[src/rtl/flash_arb_pkg.sv]
// Shared types for the flash bus suspend arbiter.
// Assumes: one arbiter state register per instance; encodings are internal only.
package flash_arb_pkg;

    typedef enum logic [2:0] {
        ARB_IDLE  = 3'd0,   // nobody owns the bus
        ARB_READ  = 3'd1,   // plain read, no suspend involved
        ARB_BG    = 3'd2,   // background operation owns the bus
        ARB_SWAIT = 3'd3,   // suspend sent, waiting out the latency
        ARB_LOCK  = 3'd4    // read master holds the bus during hold-off
    } arb_state_t;

endpackage

[src/rtl/arb_countdown.sv]
// Loadable down counter that stops at zero.
// Assumes: load takes precedence over dec; zero is a direct decode of the count.
module arb_countdown #(
    parameter int W = 16
) (
    input  logic         clk,
    input  logic         rst_n,
    input  logic         load,
    input  logic [W-1:0] load_val,
    input  logic         dec,
    output logic         zero
);
    localparam logic [W-1:0] ONE_W = W'(1);

    logic [W-1:0] cnt_q;

    // Count register: reload, decrement toward zero, or hold.
    always_ff @(posedge clk) begin
        if (!rst_n)
            cnt_q <= '0;
        else if (load)
            cnt_q <= load_val;
        else if (dec && (cnt_q != '0))
            cnt_q <= cnt_q - ONE_W;
    end

    // Expiry decode.
    always_comb zero = (cnt_q == '0);

endmodule

[src/rtl/arb_starve_mon.sv]
// Tracks whether a resumed background operation made progress before the
// next suspend, and latches a sticky starve flag when it did not.
// Assumes: resume_evt, susp_evt and clear are single-cycle events from the
// arbiter state machine; clear marks completion of the background operation.
module arb_starve_mon (
    input  logic clk,
    input  logic rst_n,
    input  logic resume_evt,
    input  logic run_cycle,
    input  logic susp_evt,
    input  logic clear,
    output logic starve
);
    logic after_res_q;
    logic progressed_q;

    // Remember that the current operation has been resumed at least once.
    always_ff @(posedge clk) begin
        if (!rst_n)
            after_res_q <= 1'b0;
        else if (clear)
            after_res_q <= 1'b0;
        else if (resume_evt)
            after_res_q <= 1'b1;
    end

    // Remember whether a useful background cycle happened since the resume.
    always_ff @(posedge clk) begin
        if (!rst_n)
            progressed_q <= 1'b0;
        else if (resume_evt)
            progressed_q <= 1'b0;
        else if (run_cycle)
            progressed_q <= 1'b1;
    end

    // Sticky flag: a suspend arrived with no progress after a resume.
    always_ff @(posedge clk) begin
        if (!rst_n)
            starve <= 1'b0;
        else if (susp_evt && after_res_q && !progressed_q)
            starve <= 1'b1;
    end

endmodule

[src/rtl/flash_bus_arbiter.sv]
// Arbitrates one serial flash bus between a read master and a background
// program/erase master, pausing the background operation for reads.
// Assumes: each master keeps its request high until its done pulse; done
// pulses occur only while that master holds the grant; the latency and
// hold-off values stay stable while a suspend sequence is in flight.
module flash_bus_arbiter
    import flash_arb_pkg::*;
#(
    parameter int CNT_W = 16
) (
    input  logic             clk,
    input  logic             rst_n,
    input  logic             rd_req,
    input  logic             rd_done,
    output logic             rd_gnt,
    input  logic             bg_req,
    input  logic             bg_suspendable,
    input  logic             bg_done,
    output logic             bg_gnt,
    input  logic [CNT_W-1:0] susp_lat,
    input  logic [CNT_W-1:0] lock_dly,
    output logic             susp_cmd,
    output logic             resume_cmd,
    output logic             starve
);
    arb_state_t state_q, state_d;

    logic lat_zero, lock_zero;
    logic suspend_now, resume_now;
    logic lat_load, lat_dec;
    logic lock_load, lock_dec;
    logic run_cycle, bg_finish;
    logic susp_q, resume_q;

    // Event decodes that steer the state machine and both timers.
    always_comb begin
        suspend_now = (state_q == ARB_BG) && rd_req && bg_suspendable
                      && lat_zero && !bg_done;
        resume_now  = (state_q == ARB_LOCK) && lock_zero && !rd_req && !rd_done;
        bg_finish   = (state_q == ARB_BG) && bg_done;
        run_cycle   = (state_q == ARB_BG) && lat_zero && !suspend_now;
    end

    // Next-state selection.
    always_comb begin
        state_d = state_q;
        unique case (state_q)
            ARB_IDLE:  if (rd_req) state_d = ARB_READ;
                       else if (bg_req) state_d = ARB_BG;
            ARB_READ:  if (rd_done) state_d = ARB_IDLE;
            ARB_BG:    if (bg_done) state_d = ARB_IDLE;
                       else if (suspend_now) state_d = ARB_SWAIT;
            ARB_SWAIT: if (lat_zero) state_d = ARB_LOCK;
            ARB_LOCK:  if (resume_now) state_d = ARB_BG;
            default:   state_d = ARB_IDLE;
        endcase
    end

    // State register.
    always_ff @(posedge clk) begin
        if (!rst_n) state_q <= ARB_IDLE;
        else        state_q <= state_d;
    end

    // Command strobes, one cycle after the deciding edge.
    always_ff @(posedge clk) begin
        if (!rst_n) begin
            susp_q   <= 1'b0;
            resume_q <= 1'b0;
        end else begin
            susp_q   <= suspend_now;
            resume_q <= resume_now;
        end
    end

    // Timer controls: latency after suspend and after resume; hold-off window.
    always_comb begin
        lat_load  = suspend_now || resume_now;
        lat_dec   = ((state_q == ARB_SWAIT) || (state_q == ARB_BG)) && !lat_load;
        lock_load = ((state_q == ARB_SWAIT) && lat_zero)
                    || ((state_q == ARB_LOCK) && rd_done);
        lock_dec  = (state_q == ARB_LOCK) && !rd_req;
    end

    arb_countdown #(.W(CNT_W)) u_lat_tmr (
        .clk      (clk),
        .rst_n    (rst_n),
        .load     (lat_load),
        .load_val (susp_lat),
        .dec      (lat_dec),
        .zero     (lat_zero)
    );

    arb_countdown #(.W(CNT_W)) u_lock_tmr (
        .clk      (clk),
        .rst_n    (rst_n),
        .load     (lock_load),
        .load_val (lock_dly),
        .dec      (lock_dec),
        .zero     (lock_zero)
    );

    arb_starve_mon u_starve (
        .clk        (clk),
        .rst_n      (rst_n),
        .resume_evt (resume_now),
        .run_cycle  (run_cycle),
        .susp_evt   (suspend_now),
        .clear      (bg_finish),
        .starve     (starve)
    );

    // Grant and strobe outputs decoded from registered state.
    always_comb begin
        rd_gnt     = (state_q == ARB_READ) || (state_q == ARB_LOCK);
        bg_gnt     = (state_q == ARB_BG);
        susp_cmd   = susp_q;
        resume_cmd = resume_q;
    end

endmodule

[config.mk]
export PLATFORM = sky130hd
export DESIGN_NAME = flash_bus_arbiter
export DESIGN_NICKNAME = d
export VERILOG_FILES = /design/src/rtl/flash_arb_pkg.sv /design/src/rtl/arb_countdown.sv /design/src/rtl/arb_starve_mon.sv /design/src/rtl/flash_bus_arbiter.sv
export SDC_FILE = /design/constraint.sdc
export NUM_CORES = 1
export LEC_CHECK = 0
export CELL_PAD_IN_SITES_DETAIL_PLACEMENT = 1
export CELL_PAD_IN_SITES_GLOBAL_PLACEMENT = 2
export CORE_MARGIN = 8
export CORE_UTILIZATION = 40
export CTS_CLUSTER_DIAMETER = 40
export DETAILED_ROUTE_END_ITERATION = 10
export DONT_BUFFER_PORTS = 1
export PLACE_DENSITY = 0.89
export SYNTH_ARGS = -nofsm -noshare
export SYNTH_HDL_FRONTEND = slang
export SYNTH_HIERARCHICAL = 1
export SYNTH_SLANG_ARGS = --single-unit
[constraint.sdc]
create_clock -name clk -period 8.4 [get_ports clk]
set_clock_uncertainty 0.15 [all_clocks]
set_input_delay 0.42 -clock clk [delete_from_list [all_inputs] [get_ports clk]]
set_output_delay 0.42 -clock clk [all_outputs]
set_load 0.005 [all_outputs]
==> results.json, run 1 <==
{
  "status": "finished, final reports clean",
  "gr-total-overflow": 0,
  "netlist_area_mm2": 0.00240,
  "avgViaCountPerCell": 5.65,
  "fillCellCount": 709,
  "cts_htree_levels": 2,
  "wire_per_inst_um": 16.7,
  "track_usage": 0.144,
  "swShare": 0.460,
  "endpoint_kind": "flop",
  "cts_hold_buffers": 0,
  "rows": 28,
  "post-route-period-util": 0.420,
  "die-area_mm2": 0.00873,
  "cts_resized": 0,
  "pwr-share-clk": 0.127,
  "period_minus_slack_ns": 3.52,
  "rsz0062_at_grt": "false",
  "place_area_mm2": 0.00240,
  "clock_path_buffers": 2,
  "ant_nets": 0,
  "cts_sinks": 40,
  "worstSkewPairLatency_ns": 0.29,
  "crit_type": "reg -> reg",
  "hold_path_class": "in -> reg",
  "first_iter_violations": 96,
  "slew_headroom": 0.480,
  "path_cells": "or4_4 > and4bb_1 > or3b_4 > nor2_1 > or2_1 > inv_1 > o21ai_0 > a21oi_1",
  "postLayoutCoreUtil": 0.425,
  "area_growth_syn_to_layout_pct": 3.76,
  "max_freq_mhz": 284,
  "yosysTopAreaCell": "dfxtp_1",
  "crit_slowest_cell": "or4_4",
  "wl_mm": 6.06,
  "power_frac_seq": 0.322,
  "peakVddDrop_mv": 0.171,
  "clk_pin_slew_ns": 0.08,
  "tightest_slew_ns": 0.779,
  "power.density_mw_per_mm2": 422,
  "synth_edf_count": 0,
  "combPwrFrac": 0.551,
  "yosys.area.top_type_share": 0.334,
  "layout_commonest_cell": "dfxtp_1",
  "nets": 329,
  "yosysWarnings": 6,
  "drc_errors": 0,
  "cpLargestDelayFamily": "simple AND/OR/NAND/NOR gates",
  "crit_buf_inv": 1,
  "pre_cts_ws_ns": 4.88,
  "synth.ff_latch_count": 40,
  "vias": 2056,
  "tns_ns": 0,
  "numCtsBuffers": 5,
  "setup_slack_ns": 4.88,
  "post-dp-hpwl_mm": 4.49,
  "grt_max_degree": 40,
  "io_buffers": 0,
  "cp_slowest_stage_delay_ns": 0.57,
  "crit_arrival_ns": 3.52,
  "worstPathRequired_ns": 8.39,
  "die_y_um": 93.4,
  "final_area_mm2": 0.00249,
  "core_mm2": 0.00585,
  "synthFlopType": "dfxtp_1",
  "cp_max_fo": 29,
  "drv_cap": 0,
  "ios": 44,
  "seq_area_frac_synth": 0.334,
  "drv_slew": 0,
  "root_buffer": "clkbuf_8",
  "setup_viol": 0,
  "netlist_instances": 295,
  "drive_above_1_share": 0.0727,
  "gp_congestion": 0.750,
  "final_cell_mix": "40 x dfxtp_1, 33 x o21ai_0, 32 x a21oi_1",
  "hold_viol_final": 0,
  "antenna_found_initial": 0,
  "p_leak_nw": 0.827,
  "switchingPower_w": 0.000484,
  "holdWs_ns": 0.0979,
  "postSynthAreaPerCell_um2": 8.13,
  "start_util": 0.410,
  "async_reset_ff_frac": 0,
  "cp-start-kind": "flop",
  "antenna_cells": 0,
  "grt_first_pass_wirelength_mm": 10.3,
  "grt_pass1_vias": 2180,
  "synth_nets": 336,
  "cts_setup_buffers": 0,
  "ys_types": 49,
  "internal_power_w": 0.000567,
  "drt_pre_antenna_iters": 4,
  "cts_tree": "done",
  "die_w_um": 93.4,
  "synth.top_cells.by_area": "dfxtp_1 33%, xnor2_1 8.4%, o21ai_0 6.9%"
}
[power by group through the flow]
stage / combinational [W] / sequential (W) / clock, W
floorplan: 0.000557 / 0.000308 / 0
global placement: 0.000575 / 0.000337 / 0
detailed placement: 0.000578 / 0.000342 / 0
CTS: 0.000581 / 0.000338 / 0.000138
global route: 0.000645 / 0.000348 / 0.000147
finish: 0.000579 / 0.000338 / 0.000134
[final timing paths]
| path | start | to | slack, ns | cells after the start |
|---|---|---|---|---|
| max | u_lock_tmr/cnt_q[7]$_SDFFE_PN0P_ | u_lat_tmr/cnt_q[8]$_SDFFE_PN0P_ | 4.88 | 8 |
| min | rst_n | u_starve/starve$_SDFFE_PN0P_ | 0.1 | 2 |
| max reg2reg | u_lock_tmr/cnt_q[7]$_SDFFE_PN0P_ | u_lat_tmr/cnt_q[8]$_SDFFE_PN0P_ | 4.88 | 8 |
| min reg2reg | u_starve/starve$_SDFFE_PN0P_ | u_starve/starve$_SDFFE_PN0P_ | 0.32 | 2 |
[registers in the layout, summed over array words and instances (netlist names)]
name and count:
resume_cmd 1, state_q 3, susp_cmd 1, u_lat_tmr/cnt_q 16, u_lock_tmr/cnt_q 16, u_starve/after_res_q 1
u_starve/progressed_q 1, u_starve/starve 1
[stage by stage]
step	instances	total power, W
floorplan	295	0.000864
global placement	356	0.000913
detailed placement	356	0.000920
CTS	364	0.00106
global route	364	0.00114
finish	364	0.00105
[cell families after synthesis]
| logic type | count (synthesis) | share of synthesized area |
|---|---|---|
| mux | 5 | 0.0209 |
| fa+ha+maj | 2 | 0.0104 |
| xor+xnor | 23 | 0.0840 |
| flops | 40 | 0.334 |
| simple gates | 120 | 0.308 |
| compound gates | 81 | 0.188 |
| buf+inv | 24 | 0.0548 |
[Yosys cell counts, types with 4 or more instances]
library cell,number
xnor2_1,23
nor4_1,6
o21ai_0,33
buf_6,5
nor2b_1,6
nor3b_1,4
mux2i_1,5
nand2_1,24
nor2_1,28
inv_1,10
clkbuf_1,8
dfxtp_1,40
nor3_1,13
a21oi_1,32
[layer usage]
layer,part of all wire,vias to the layer above,GRT usage
met5,0,-,0
met4,0.0041,0,0.0282
met3,0.041,2,0.0345
met2,0.48,31,0.247
met1,0.47,981,0.178
li1,-,1042,-
[final cells by class]
type	instances	area [µm²]	area share
Multi-Input combinational cell	231	1470	0.589
Sequential cell	40	801	0.322
Tap cell	75	93.8	0.0377
Clock buffer	8	90.1	0.0362
Inverter	10	37.5	0.0151
(Power assumes the default switching activity.)
==> inputs of run 2 (changes only) <==
- CORE_UTILIZATION: 40 -> 37
- PLACE_DENSITY: 0.89 -> 0.83
- clock period: 8.4 -> 3.34 ns (I/O delays scaled with it)
==> results.json, run 2 (synthesis results as in run 1) <==
{
  "status": "finished, final reports clean",
  "drc_errors": 0,
  "setup_viol": 0,
  "pwr-share-clk": 0.121,
  "root_buffer": "clkbuf_8",
  "ios": 44,
  "area_growth_syn_to_layout_pct": 21.2,
  "p_leak_nw": 1.01,
  "combPwrFrac": 0.578,
  "slew_headroom": 0.481,
  "tightest_slew_ns": 0.778,
  "cts_setup_buffers": 0,
  "gp_congestion": 0.787,
  "grt_max_degree": 40,
  "cts_sinks": 40,
  "switchingPower_w": 0.00127,
  "clk_pin_slew_ns": 0.08,
  "grt_first_pass_wirelength_mm": 10.8,
  "post-dp-hpwl_mm": 4.52,
  "clock_path_buffers": 2,
  "drt_pre_antenna_iters": 4,
  "final_cell_mix": "40 x dfxtp_1, 36 x dlygate4sd3_1, 33 x o21ai_0",
  "worstSkewPairLatency_ns": 0.29,
  "ant_nets": 0,
  "first_iter_violations": 36,
  "tns_ns": 0,
  "cp_max_fo": 8,
  "wire_per_inst_um": 16.2,
  "avgViaCountPerCell": 5.41,
  "die-area_mm2": 0.00932,
  "setup_slack_ns": 0.432,
  "holdPathStages": 3,
  "internal_power_w": 0.00154,
  "track_usage": 0.145,
  "hold_path_class": "in -> reg",
  "wl_mm": 6.61,
  "cts_htree_levels": 2,
  "power.density_mw_per_mm2": 966,
  "pre_cts_ws_ns": 0.295,
  "hold_viol_final": 0,
  "endpoint_kind": "flop",
  "io_buffers": 0,
  "drv_cap": 0,
  "ff2ff_setup_slack_ns": 0.43,
  "rsz0062_at_grt": "false",
  "crit_arrival_ns": 2.92,
  "worstPathRequired_ns": 3.35,
  "vias": 2201,
  "reg_top3": "u_lat_tmr/cnt_q (16), u_lock_tmr/cnt_q (16), state_q (3)",
  "final_area_mm2": 0.00291,
  "max_freq_mhz": 344,
  "swShare": 0.452,
  "period_minus_slack_ns": 2.91,
  "grt_pass1_vias": 2296,
  "power_frac_seq": 0.301,
  "holdWs_ns": 0.0296,
  "ff2ff_path_depth": 12,
  "post-route-period-util": 0.871,
  "layout_commonest_cell": "dfxtp_1",
  "drive_above_1_share": 0.0848,
  "place_area_mm2": 0.00242,
  "crit_type": "reg -> reg",
  "rows": 29,
  "die_y_um": 96.5,
  "cts_tree": "done",
  "drv_slew": 0,
  "numCtsBuffers": 5,
  "gr-total-overflow": 0,
  "core_mm2": 0.00631,
  "nets": 370,
  "peakVddDrop_mv": 0.481,
  "p_total_w": 0.00281,
  "antenna_found_initial": 0,
  "start_util": 0.380,
  "die_w_um": 96.5,
  "cp-start-kind": "flop",
  "antenna_cells": 0
}
run 2: worst max-delay path: stages (launching register included):
cell and delay [ns]:
dfxtp_1 0.38, inv_1 0.06, ha_1 0.23, nor3b_1 0.15, and4bb_1 0.27, nand2_1 0.12
nor3_2 0.08, nor2b_1 0.40, and3b_1 0.25, nand4_1 0.13, nor3_1 0.23, mux2i_1 0.23
a21oi_1 0.09
run 2: through the flow:
stage | instances | util
floorplan | 295 | -
global placement | 361 | 0.384
finish | 407 | 0.461
CTS | 406 | 0.458
detailed placement | 361 | 0.384
global route | 407 | 0.461
run 2: area by class of cell:
cell class              instances  area (µm²)
clock buffers                   8        90.1
well taps                      77        96.3
inverters                      10        41.3
multi-input cells             231        1470
fillers                       774        3410
flip-flops and latches         40         801
repair inverters                1        7.51
repair buffers                 40         403
run 2: what timing repair did:
item / 4_1_cts / 5_1_grt
hold buffers: 37 / 0
setup endpoints to repair: 0 / 2
resized for setup: 0 / 3
hold endpoints to repair: 40 / 0
run 2: power by group through the flow:
stage / logic, W / registers [W] / clock network [W]
finish: 0.00162 / 0.000844 / 0.000341
detailed placement: 0.00156 / 0.000855 / 0
global placement: 0.00155 / 0.000849 / 0
floorplan: 0.00140 / 0.000774 / 0
global route: 0.00181 / 0.000875 / 0.000374
CTS: 0.00161 / 0.000845 / 0.000358
run 2: final timing paths:
kind | startpoint | end
worst max-delay path | u_lat_tmr/cnt_q[0]$_SDFFE_PN0P_ | u_lat_tmr/cnt_q[14]$_SDFFE_PN0P_
worst min-delay path | rd_req | susp_cmd$_SDFF_PN0_
worst max register to register | u_lat_tmr/cnt_q[0]$_SDFFE_PN0P_ | u_lat_tmr/cnt_q[14]$_SDFFE_PN0P_
worst min register to register | u_starve/progressed_q$_SDFFE_PP0P_ | u_starve/progressed_q$_SDFFE_PP0P_
run 2: per-layer routing:
layer,routed length (µm),global-route usage
met4,61,0.0429
met5,0,0
met2,3280,0.254
met1,2980,0.167
met3,290,0.0417
